### config.mk
export PLATFORM = sky130hd
export DESIGN_NAME = bus_lane_unit
export DESIGN_NICKNAME = d
export VERILOG_FILES = /design/src/rtl/bus_lane_pkg.sv /design/src/rtl/bus_lane_map.sv /design/src/rtl/bus_lane_steer.sv /design/src/rtl/bus_lane_parity.sv /design/src/rtl/bus_lane_unit.sv
export SDC_FILE = /design/constraint.sdc
export NUM_CORES = 1
export LEC_CHECK = 0
export BUFFER_PORTS_ARGS = -buffer_cell sky130_fd_sc_hd__buf_4
export CAP_MARGIN = 20
export CORE_MARGIN = 1.5
export CORE_UTILIZATION = 35
export CTS_CLUSTER_DIAMETER = 120
export DETAILED_ROUTE_END_ITERATION = 16
export PLACE_DENSITY = 0.66
export SETUP_SLACK_MARGIN = 0.05
export SLEW_MARGIN = 20
export SYNTH_ARGS = -nofsm -noshare
export SYNTH_HDL_FRONTEND = slang
export SYNTH_SLANG_ARGS = --single-unit
### constraint.sdc
create_clock -name clk -period 3.38 [get_ports clk]
set_clock_uncertainty 0.2 [all_clocks]
set_input_delay 0.338 -clock clk [delete_from_list [all_inputs] [get_ports clk]]
set_output_delay 0.338 -clock clk [all_outputs]
set_load 0.02 [all_outputs]
### src/rtl/bus_lane_pkg.sv
package bus_lane_pkg;
    localparam int BYTE_W = 8;
    localparam int LANE_N = 4;
    localparam int DATA_W = BYTE_W * LANE_N;
    localparam int ADDR_W = 32;
    localparam int BEAT_W = 4;
    localparam int BLK_W  = 4;
    localparam int OFF_W  = $clog2(LANE_N);

    typedef enum logic [1:0] {BW8 = 2'd0, BW16 = 2'd1, BW32 = 2'd2, BW32X = 2'd3} width_e;
    typedef enum logic [1:0] {SZ_B = 2'd0, SZ_H = 2'd1, SZ_W = 2'd2, SZ_WX = 2'd3} size_e;

    typedef struct packed {
        logic              busy;
        logic              wr;
        logic              dc;
        width_e            width;
        size_e             size;
        logic [ADDR_W-1:0] addr;
        logic [BEAT_W-1:0] left;
        logic              rd_valid;
        logic [DATA_W-1:0] rd_data;
        logic              perr;
    } ctl_state_t;

    // Access size clipped to what the bus can carry in one beat.
    function automatic size_e eff_size(width_e w, size_e s);
        size_e r;
        case (w)
            BW8:     r = SZ_B;
            BW16:    r = (s == SZ_B) ? SZ_B : SZ_H;
            default: r = (s == SZ_B) ? SZ_B : ((s == SZ_H) ? SZ_H : SZ_W);
        endcase
        return r;
    endfunction
endpackage

### src/rtl/bus_lane_map.sv
module bus_lane_map
    import bus_lane_pkg::*;
(
    input  width_e            width,
    input  size_e             size,
    input  logic [OFF_W-1:0]  low,
    output logic [LANE_N-1:0] lanes,
    output logic [LANE_N-1:0] be
);
    always_comb begin
        lanes = '0;
        be    = '0;
        case (width)
            BW8: begin
                lanes = 4'b0001;
                be    = {2'b00, low[1], low[0]};
            end
            BW16: begin
                if (size == SZ_B) lanes = low[0] ? 4'b0010 : 4'b0001;
                else              lanes = 4'b0011;
                be = {lanes[1], 1'b0, low[1], lanes[0]};
            end
            default: begin
                case (size)
                    SZ_B:    lanes = 4'b0001 << low;
                    SZ_H:    lanes = low[1] ? 4'b1100 : 4'b0011;
                    default: lanes = 4'b1111;
                endcase
                be = lanes;
            end
        endcase
    end
endmodule

### src/rtl/bus_lane_steer.sv
module bus_lane_steer
    import bus_lane_pkg::*;
(
    input  width_e            width,
    input  size_e             size,
    input  logic [OFF_W-1:0]  low,
    input  logic [LANE_N-1:0] lanes,
    input  logic [DATA_W-1:0] wdata,
    input  logic [DATA_W-1:0] din,
    output logic [DATA_W-1:0] dout,
    output logic [DATA_W-1:0] rdata
);
    logic [DATA_W-1:0] lane_bits;
    logic [DATA_W-1:0] size_bits;
    logic [OFF_W-1:0]  sh;

    for (genvar i = 0; i < LANE_N; i++) begin : g_lane
        assign lane_bits[i*BYTE_W +: BYTE_W] = {BYTE_W{lanes[i]}};
    end

    always_comb begin
        case (width)
            BW8:     sh = '0;
            BW16:    sh = {1'b0, low[0]};
            default: sh = low;
        endcase
        case (size)
            SZ_B:    size_bits = DATA_W'({BYTE_W{1'b1}});
            SZ_H:    size_bits = DATA_W'({2*BYTE_W{1'b1}});
            default: size_bits = '1;
        endcase
        dout  = (wdata << {sh, 3'b000}) & lane_bits;
        rdata = (din >> {sh, 3'b000}) & size_bits;
    end
endmodule

### src/rtl/bus_lane_parity.sv
module bus_lane_parity
    import bus_lane_pkg::*;
(
    input  logic [DATA_W-1:0] data,
    input  logic [LANE_N-1:0] lanes,
    input  logic              odd,
    output logic [LANE_N-1:0] bits
);
    for (genvar i = 0; i < LANE_N; i++) begin : g_par
        assign bits[i] = lanes[i] & ((^data[i*BYTE_W +: BYTE_W]) ^ odd);
    end
endmodule

### src/rtl/bus_lane_unit.sv
module bus_lane_unit
    import bus_lane_pkg::*;
(
    input  logic        clk,
    input  logic        rst_n,
    input  logic        cfg_odd,
    input  logic        cfg_chk_en,
    input  logic        req_valid,
    input  logic        req_write,
    input  logic        req_data,
    input  logic [1:0]  req_width,
    input  logic [1:0]  req_size,
    input  logic [3:0]  req_beats,
    input  logic [31:0] req_addr,
    input  logic [31:0] wr_data,
    output logic        beat_done,
    output logic        rd_valid,
    output logic [31:0] rd_data,
    output logic        parity_err,
    output logic        bus_active,
    output logic [29:0] bus_addr,
    output logic [3:0]  bus_be,
    output logic        bus_wr,
    output logic        bus_dc,
    output logic [31:0] bus_dout,
    output logic [3:0]  bus_dpout,
    input  logic [31:0] bus_din,
    input  logic [3:0]  bus_dpin,
    input  logic        bus_ready
);
    ctl_state_t state_d, state_q;

    size_e             size_eff;
    width_e            cur_width;
    logic [LANE_N-1:0] lanes, be_raw, tx_bits, rx_bits;
    logic [DATA_W-1:0] tx_data, rx_data;
    logic [BLK_W-1:0]  step;
    logic              chk_err;

    assign size_eff  = eff_size(state_q.width, state_q.size);
    assign cur_width = state_q.width;

    bus_lane_map u_map (
        .width (state_q.width),
        .size  (size_eff),
        .low   (state_q.addr[OFF_W-1:0]),
        .lanes (lanes),
        .be    (be_raw)
    );

    bus_lane_steer u_steer (
        .width (state_q.width),
        .size  (size_eff),
        .low   (state_q.addr[OFF_W-1:0]),
        .lanes (lanes),
        .wdata (wr_data),
        .din   (bus_din),
        .dout  (tx_data),
        .rdata (rx_data)
    );

    bus_lane_parity u_par_tx (
        .data  (tx_data),
        .lanes (lanes),
        .odd   (cfg_odd),
        .bits  (tx_bits)
    );

    bus_lane_parity u_par_rx (
        .data  (bus_din),
        .lanes (lanes),
        .odd   (cfg_odd),
        .bits  (rx_bits)
    );

    assign chk_err = cfg_chk_en & (|(rx_bits ^ (bus_dpin & lanes)));
    assign step    = BLK_W'(1) << size_eff;

    always_comb begin
        state_d          = state_q;
        state_d.rd_valid = 1'b0;
        if (!state_q.busy) begin
            if (req_valid) begin
                state_d.busy  = 1'b1;
                state_d.wr    = req_write;
                state_d.dc    = req_data;
                state_d.width = width_e'(req_width);
                state_d.size  = size_e'(req_size);
                state_d.addr  = req_addr;
                state_d.left  = req_beats;
            end
        end else if (bus_ready) begin
            if (!state_q.wr) begin
                state_d.rd_valid = 1'b1;
                state_d.rd_data  = rx_data;
                state_d.perr     = chk_err;
            end
            state_d.addr = {state_q.addr[ADDR_W-1:BLK_W], state_q.addr[BLK_W-1:0] + step};
            if (state_q.left == '0) state_d.busy = 1'b0;
            else                    state_d.left = state_q.left - BEAT_W'(1);
        end
    end

    always_ff @(posedge clk) begin
        if (!rst_n) state_q <= '0;
        else        state_q <= state_d;
    end

    assign beat_done  = state_q.busy & bus_ready;
    assign rd_valid   = state_q.rd_valid;
    assign rd_data    = state_q.rd_data;
    assign parity_err = state_q.perr;
    assign bus_active = state_q.busy;
    assign bus_addr   = state_q.addr[ADDR_W-1:2];
    assign bus_be     = state_q.busy ? be_raw : '0;
    assign bus_wr     = state_q.busy & state_q.wr;
    assign bus_dc     = state_q.busy & state_q.dc;
    assign bus_dout   = (state_q.busy & state_q.wr) ? tx_data : '0;
    assign bus_dpout  = (state_q.busy & state_q.wr) ? tx_bits : '0;
endmodule

### Word level (Yosys, flattened, before mapping)

Index checks and enable logic that the tools add are counted.
Widths: inputs -> output; s select.

| word-level totals | value |
|---|---|
| flip-flop bits (word level) | 77 |
| bits of input ports | 116 |
| output and inout port bits | 108 |

| cells by class | value |
|---|---|
| add/sub/neg operators | 2 |
| equality and inequality tests | 5 |
| shift-type cells | 4 |
| mux-type cells | 23 |
| bitwise operators | 26 |
| reduce and logical (&&, ||, !) cells | 19 |

Operators with widths:

| cell | count |
|---|---|
| $and 32x32->32 | 2 |
| $pmux 32 s2 | 1 |
| $reduce_xor 8->1 | 8 |
| $mux 43 | 1 |
| $mux 42 | 1 |
| $mux 36 | 1 |
| $mux 34 | 1 |
| $mux 32 | 1 |
| $shl 32x5->32 | 1 |
| $shr 32x5->32 | 1 |
| $pmux 4 s2 | 3 |
| $mux 4 | 5 |
| $and 1x1->1 | 12 |
| $reduce_and 3->1 | 3 |
| $pmux 2 s2 | 2 |
| $shl 1x2->4 const A | 2 |
| $xor 1x1->1 | 8 |
| $eq 2x1->1 const B | 3 |
| $logic_not 2->1 | 3 |
| $mux 2 | 3 |
| $add 4x4->4 | 1 |
| $and 4x4->4 | 1 |
| $logic_not 4->1 | 1 |
| $mux 1 | 4 |
| other kinds (7) | 10 |

### Logic depth before layout (Yosys ltp)

Gate-level depths: netlist of the first run.

| depth | value |
|---|---|
| depth in word-level cells | 14 |
| mapped depth | 13 |
| gate-level depth less buffers | 11 |

### Modules after synthesis

A second synthesis of the first run with hierarchy kept.

| second synthesis, totals | value |
|---|---|
| cell total of the unflattened synthesis | 825 |
| area, all modules | 6517.5 µm² |

By module, submodules not included:

| module | times used | cells an instance | area each (µm²) |
|---|---|---|---|
| bus_lane_unit | 1 | 483 | 4088.9 |
| bus_lane_steer | 1 | 247 | 1541.5 |
| bus_lane_parity | 2 | 36 | 380.4 |
| bus_lane_map | 1 | 23 | 126.4 |

### Worst setup path before layout of the first run

No wires, ideal clock.

| timing | value |
|---|---|
| path kind | reg-to-output |
| start point | register state_q (netlist bit cur_width[1]) |
| end point | output port bus_dpout[1] |
| data arrival time | 2.857 ns |
| data required time | 2.842 ns |
| slack | -0.015 ns |
| stages on the path, launching flop included | 12 |
| path buffers | 2 |
| cells stage by stage | dfxtp_1 > buf_4 > buf_2 > o22ai_1 > nor2_1 > ha_1 > or3b_2 > a21oi_1 > nor3_1 > o211ai_1 > xor2_1 > nor4b_1 |

| between the ends | value |
|---|---|
| longest elaborated chain between the ends | 10 |
| elaborated cells between the ends (all ways) | 15 |
| those cells by class | eq/ne: 2; shift: 1; mux: 6; bitwise: 3; reduce/logical: 3 |

RTL lines:

| element | RTL line | source |
|---|---|---|
| start, declared | bus_lane_unit.sv:31 | `ctl_state_t state_d, state_q;` |
| start signal, assigned | bus_lane_unit.sv:106 | `else state_q <= state_d;` |
| $eq 2x1->1 / $logic_not 2->1 (equally long branches) | bus_lane_pkg.sv:29, bus_lane_map.sv:13, bus_lane_steer.sv:22 |  |
| $pmux 2 s2 | bus_lane_pkg.sv:29 | `case (w)` |
| $eq 2x1->1 / $logic_not 2->1 (equally long branches) | bus_lane_map.sv:24, bus_lane_map.sv:19 |  |
| $pmux 4 s2 / $mux 4 (equally long branches) | bus_lane_map.sv:24, bus_lane_map.sv:19 |  |
| $pmux 4 s2 | bus_lane_map.sv:13 | `case (width)` |
| $and 32x32->32 | bus_lane_steer.sv:32 | `dout = (wdata << {sh, 3'b000}) & lane_bits;` |
| $reduce_xor 8->1 | bus_lane_parity.sv:10 | `assign bits[i] = lanes[i] & ((^data[i*BYTE_W +: BYTE_W]) ^ odd);` |
| $xor 1x1->1 | bus_lane_parity.sv:10 |  |
| $and 1x1->1 * | bus_lane_parity.sv:10 |  |
| $mux 4 * | bus_lane_unit.sv:119 | `assign bus_dpout = (state_q.busy & state_q.wr) ? tx_bits : '0;` |
| end, declared | bus_lane_unit.sv:26 | `output logic [3:0] bus_dpout,` |

Every way passes the cells marked *; elsewhere a longest branch is shown, timed or not.

### Worst setup path in the final report of the first run

| timing | value |
|---|---|
| start point | register state_q[71] (netlist name) |
| end point | output port bus_dpout[0] |

| between the ends | value |
|---|---|
| longest elaborated chain between the ends | 12 |
| elaborated cells between the ends (all ways) | 16 |
| those cells by class | eq/ne: 2; mux: 8; bitwise: 3; reduce/logical: 3 |

RTL lines:

| element | RTL line | source |
|---|---|---|
| $eq 2x1->1 | bus_lane_pkg.sv:32 | `default: r = (s == SZ_B) ? SZ_B : ((s == SZ_H) ? SZ_H : SZ_W);` |
| $mux 2 (2 in a row) | bus_lane_pkg.sv:32 |  |
| $pmux 2 s2 * | bus_lane_pkg.sv:29 |  |
| $eq 2x1->1 / $logic_not 2->1 (equally long branches) | bus_lane_map.sv:24, bus_lane_map.sv:19 |  |
| $pmux 4 s2 / $mux 4 (equally long branches) | bus_lane_map.sv:24, bus_lane_map.sv:19 |  |
| $pmux 4 s2 * | bus_lane_map.sv:13 |  |
| $and 32x32->32 | bus_lane_steer.sv:32 |  |
| $reduce_xor 8->1 | bus_lane_parity.sv:10 |  |
| $xor 1x1->1 | bus_lane_parity.sv:10 |  |
| $and 1x1->1 * | bus_lane_parity.sv:10 |  |
| $mux 4 * | bus_lane_unit.sv:119 |  |

Marked as above.

==> flow_metrics.tcl, run 1 <==
set metrics [dict create \
    drt_wl_total_um 17500 \
    status "finished clean" \
    cts_tree "yes" \
    synthTopCellsByArea "dfxtp_1, buf_4, nand2_1" \
    required_ns 2.84 \
    syn_avg_cell_area_um2 7.47 \
    n_antenna_cell 0 \
    grt-ovfl-total 0 \
    ys_dominant_reg_cell "dfxtp_1" \
    reg2reg_setup_slack_ns 0.89 \
    drv_cap 0 \
    numCtsBuffers 9 \
    grt_setup_unrepaired "no" \
    ys_async_sr_fraction_pct 0 \
    core_um2 15300 \
    met2_usage_pct 34.7 \
    yosysTopAreaCellShare_pct 28.0 \
    ys_seq_elements 77 \
    dp_hpwl_um 13400 \
    critPathArrivalTime_ns 2.66 \
    wire_per_inst_um 15.9 \
    drt_iter0_drc 195 \
    yosysTopAreaCell "dfxtp_1" \
    syn-num-nets 861 \
    grt_use_met1_pct 26.1 \
    vdd_drop_max_mv 0.370 \
    finalNonFillerCells 1100 \
    antenna_found_initial 0 \
    final_util_pct 47.8 \
    syn_to_final_growth_pct 32.9 \
    die_w_um 129 \
    grt_pass1_vias 5155 \
    yosysWarningCount 0 \
    synth-edff-count 0 \
    hold_violations 0 \
    fin_nets 1007 \
    viasPerCell 4.94 \
    fp.dieArea_um2 16500 \
    worstRegToRegCells 9 \
    ys_seq_area_share_pct 28.0 \
    cp_max_fo 5 \
    slew_viol_final 0 \
    use_met3_pct 7.11 \
    power.density_nw_per_um2 374 \
    setup_viol 0 \
    worstReg2RegEnd "parity_err" \
    path_clk_slew_ns 0.06 \
    crit_path_start_kind "flip-flop" \
    worstHoldEndpoint "bus_addr[0]" \
    cp-end-kind "output pin" \
    grt_pass1_wl_um 27200 \
    min_path_type "input port to flip-flop" \
    busiest_layer "met2" \
    clockBufferDepth 2 \
    drive_gt1_share_pct 32.5 \
    synth_most_common_cell "nand2_1" \
    syn_area_um2 5510 \
    place_inst 1082 \
    ant_nets 0 \
    track_usage_pct 21.0 \
    holdCritStartpoint "req_addr[2]" \
    rows 45 \
    remaining_drc_errors 0 \
    clock-root-buffer "clkbuf_16" \
    ys_top_cells_by_count "nand2_1, nor2_1, dfxtp_1" \
    io_buffers 223 \
    path_class "flip-flop to output pin" \
    hold_depth 3 \
    route.vias.total 5437 \
    cellLeakagePower_nw 3.24 \
    max_freq_mhz 313 \
    die_h_um 129 \
    gp_congestion 0.889 \
    relSlewSlack_pct 42.3 \
    period_share_pct 94.5 \
    grt_max_degree 49 \
    clock_latency_ns 0.35 \
    initial_utilization_pct 36.0 \
    p_total_w 0.00274 \
    post-route-min-period_ns 3.19 \
    synth.distinct_cells 51 \
    cts_htree_levels 3 \
    dr.pass1.iters 5 \
    cts.sinks 77 \
    worst_slew_pin_slew_ns 0.866 \
    io_pins 224 \
    r2r_start "state_q[71]" \
    finalSetupTns_ns 0 \
    synthCells 738 \
]
==> repair_timing <==
action,in CTS,in global routing
resized for setup,5,16
setup endpoints to repair,11,11
buffers inserted,0,2
hold buffers,0,0
pin swaps,0,4
==> state kept, by name, summed over array words and instances, names as in the netlist <==
register    cells
rd_valid        1
rd_data        32
bus_addr       30
parity_err      1
state_q        10
cur_width       2
bus_active      1
==> cells by family (layout without fill, tap and decap cells) <==
family	after synthesis	after routing	share of synthesized area (%)
DFF	77	77	28.0
adders and majority gates	7	7	1.72
muxes	34	34	6.20
buffers and inverters	125	276	13.4
and+or+nand+nor	272	272	21.5
AOI/OAI and AO/OA	160	160	18.2
xor gates and xnor gates	63	63	11.0
==> cell type report <==
class                           instances  area [um2]
Fill cell                            1604        7990
Multi-Input combinational cell        536        3290
Timing Repair Buffer                  245        1850
Sequential cell                        77        1550
Tap cell                              211         264
Clock buffer                            9         225
Clock inverter                          7        83.8
Inverter                               15        56.3
==> where the power goes <==
group	total (W)	switching (W)	internal, W	leakage [nW]
clock network	0.000998	0.000415	0.000583	0.148
logic	0.000764	0.000392	0.000372	2.47
registers	0.000977	0.0000292	0.000948	0.630
total	0.00274	0.000836	0.00190	3.24
==> cells in the final DEF, fill, tap and decap left out, types with 4 or more instances in the layout <==
cell type,instances
buf_4,243
nand2_1,119
nor2_1,77
dfxtp_1,72
a21oi_1,71
xnor2_1,42
mux2i_1,32
o21ai_0,23
nand3_1,20
a22oi_1,18
xor2_1,17
a211oi_1,15
and2_1,13
and3_1,13
inv_1,12
nor3_1,9
clkbuf_16,9
ha_1,6
or2_2,5
a31oi_1,5
xnor3_1,4
a221oi_1,4
==> stage by stage <==
stage	worst slack, ns	hold slack [ns]	area (um2)
2_1_floorplan	0.115	0.232	5520
4_1_cts	0.0660	0.0198	7260
6_report	0.186	0.0315	7330
5_1_grt	0.0579	0.0200	7330
3_5_place_dp	0.323	0.247	6930
3_3_place_gp	0.335	0.239	6930
==> worst max path at each step <==
stage / endpoint / from / slack (ns) / depth (start not counted)
6_report: bus_dpout[0] / state_q[71] / 0.19 / 11
5_1_grt: bus_dpout[0] / state_q[71] / 0.06 / 11
4_1_cts: bus_dpout[3] / cur_width[1] / 0.07 / 9
3_5_place_dp: bus_dpout[2] / cur_width[1] / 0.32 / 9
3_3_place_gp: bus_dpout[2] / cur_width[1] / 0.34 / 9
2_1_floorplan: bus_dpout[0] / cur_width[1] / 0.12 / 12
==> routing by layer <==
layer	up-vias	share of wire, %	wire (um)
met5	-	0	0
met4	0	1.4	244
met3	14	8.0	1410
met2	171	48	8400
met1	2526	43	7460
li1	2726	-	-
==> worst max-delay path: stages (launching register included) <==
cell      delay, ns
dfxtp_2        0.35
o22ai_2        0.20
nor2_2         0.07
ha_1           0.17
or3b_2         0.48
or2_2          0.29
a21oi_1        0.14
a211oi_1       0.07
o21ai_1        0.15
xor2_1         0.16
nor2_1         0.06
buf_4          0.16
No activity file was read; power rests on OpenSTA's default activity.
==> run 2, diff against run 1 <==
--- a/config.mk
+++ b/config.mk
@@ -7,11 +7,13 @@
 export LEC_CHECK = 0
 export BUFFER_PORTS_ARGS = -buffer_cell sky130_fd_sc_hd__buf_4
 export CAP_MARGIN = 20
+export CELL_PAD_IN_SITES_DETAIL_PLACEMENT = 0
+export CELL_PAD_IN_SITES_GLOBAL_PLACEMENT = 2
 export CORE_MARGIN = 1.5
-export CORE_UTILIZATION = 35
+export CORE_UTILIZATION = 26
 export CTS_CLUSTER_DIAMETER = 120
 export DETAILED_ROUTE_END_ITERATION = 16
-export PLACE_DENSITY = 0.66
+export PLACE_DENSITY = 0.86
 export SETUP_SLACK_MARGIN = 0.05
 export SLEW_MARGIN = 20
 export SYNTH_ARGS = -nofsm -noshare
==> constraint.sdc (replaced) <==
create_clock -name clk -period 3.38 [get_ports clk]
set_clock_uncertainty 0.2 [all_clocks]
set_input_delay 0.676 -clock clk [delete_from_list [all_inputs] [get_ports clk]]
set_output_delay 0.676 -clock clk [all_outputs]
set_load 0.02 [all_outputs]
==> run 2 against run 1 <==
Compared with the run above: the flow now finishes with violations (setup timing); sequential power is essentially flat; die area grew 34%; flip-flop and latch count unchanged; cell count grew 8.3%; fmax down 7.7%; count of clock-buffer cells in the layout up 2; register-to-register slack about the same.
==> flow_metrics.tcl, run 2 (same netlist as run 1, synthesis figures left out) <==
set metrics [dict create \
    status "finished with violations" \
    failed_checks "setup timing" \
    clock-root-buffer "clkbuf_16" \
    remaining_drc_errors 0 \
    cp_max_fo 7 \
    clockBufferDepth 2 \
    seq_power_share_pct 36.0 \
    grt_pass1_wl_um 30500 \
    hold_depth 2 \
    io_pins 224 \
    grt-ovfl-total 0 \
    numCtsBuffers 9 \
    worstRegToRegCells 11 \
    viasPerCell 4.66 \
    max_freq_mhz 289 \
    p_comb_share_pct 30.8 \
    crit_path_start_kind "flip-flop" \
    vdd_drop_max_mv 0.182 \
    clkPwrFrac_pct 33.2 \
    slew_viol_final 0 \
    post-place-ws_ns -0.148 \
    p_int_w 0.00186 \
    ctsHoldBuffers 0 \
    ant_nets 0 \
    syn_to_final_growth_pct 42.3 \
    layout_common_cells "buf_4, nand2_1, nor2_1" \
    fin_ws_ns -0.0810 \
    n_antenna_cell 0 \
    sw_frac_of_total_pct 31.5 \
    layout_commonest_cell "buf_4" \
    die_w_um 149 \
    drv_cap 0 \
    drive_gt1_share_pct 36.9 \
    cts_htree_levels 3 \
    cts.sinks 77 \
    gp_congestion 0.844 \
    drt_wl_total_um 20200 \
    grt_max_degree 52 \
    relSlewSlack_pct 53.2 \
    rows 53 \
    fin_hold_ws_ns 0.253 \
    antenna_found_initial 0 \
    drt_iter0_drc 245 \
    switchingPower_w 0.000855 \
    track_usage_pct 17.8 \
    finalSetupTns_ns -0.139 \
    route.vias.total 5554 \
    reg2reg_setup_slack_ns 0.90 \
    wire_per_inst_um 16.9 \
    period_share_pct 102 \
    required_ns 2.50 \
    worst_slew_pin_slew_ns 0.699 \
    initial_utilization_pct 26.4 \
    grt_pass1_vias 5428 \
    cp-end-kind "output pin" \
    path_clk_slew_ns 0.06 \
    hold_violations 0 \
    grt_setup_unrepaired "yes" \
    path_class "flip-flop to output pin" \
    cts_tree "yes" \
    critPathArrivalTime_ns 2.59 \
    post-route-min-period_ns 3.46 \
    fin_nets 1034 \
    largest_register_ffs 32 \
    die_h_um 149 \
    clock_latency_ns 0.33 \
    dp_hpwl_um 15100 \
    io_buffers 223 \
    power.density_nw_per_um2 346 \
    dr.pass1.iters 4 \
    setup_viol 2 \
    fp.dieArea_um2 22100 \
    cellLeakagePower_nw 3.44 \
    core_um2 20900 \
    min_path_type "flip-flop to flip-flop" \
]
-- run 2: timing repair --
| action | 4_1_cts | 5_1_grt |
|---|---|---|
| hold endpoints to repair | 0 | 0 |
| pin swaps | 16 | 22 |
| setup endpoints to repair | 22 | 24 |
| cloned | 2 | 0 |
| buffers inserted | 12 | 4 |
| resized for setup | 30 | 40 |
-- run 2: through the flow --
step / power (W) / std cells / util, % / instance area, um2
2_1_floorplan: 0.00150 / 738 / - / 5540
3_3_place_gp: 0.00179 / 1157 / 34.2 / 7140
3_5_place_dp: 0.00179 / 1157 / 34.2 / 7140
4_1_cts: 0.00274 / 1187 / 36.7 / 7660
5_1_grt: 0.00288 / 1191 / 37.6 / 7850
6_report: 0.00271 / 1191 / 37.6 / 7850
-- run 2: worst paths after layout --
path / to / startpoint
setup / recovery: bus_dpout[2] / cur_width[1]
hold reg to reg: bus_addr[4] / bus_addr[4]
hold / removal: bus_addr[4] / bus_addr[4]
setup reg to reg: parity_err / cur_width[1]
-- run 2: area by class of cell --
type,instances,area [um2]
fillers,2233,13000
multi-input cells,536,3430
repair buffers,272,2190
flip-flops and latches,77,1550
well taps,275,344
clock buffers,11,233
inverters,15,56.3
clock inverters,5,36.3
-- run 2: routing by layer --
metal | track usage, % | share of wire, % | vias up
met1 | 22.9 | 44 | 2575
li1 | - | - | 2786
met3 | 3.44 | 5.2 | 34
met5 | 0 | 0 | -
met4 | 5.99 | 2.1 | 0
met2 | 29.8 | 49 | 159
-- run 2: power groups by stage --
stage | Sequential (W) | Combinational, W | Clock [W]
3_5_place_dp | 0.000997 | 0.000791 | 0
3_3_place_gp | 0.000995 | 0.000791 | 0
6_report | 0.000978 | 0.000835 | 0.000900
5_1_grt | 0.000982 | 0.000912 | 0.000984
2_1_floorplan | 0.000989 | 0.000508 | 0
4_1_cts | 0.000978 | 0.000821 | 0.000939
-- run 2: worst max-delay path: stages, from the launching register on --
cell and delay (ns):
dfxtp_2 0.34, buf_6 0.14, o21a_4 0.23, buf_6 0.14, mux2i_2 0.16, or2_4 0.25, a31oi_4 0.19, xnor2_1 0.14
xnor3_1 0.42, nor2_1 0.10, buf_4 0.15
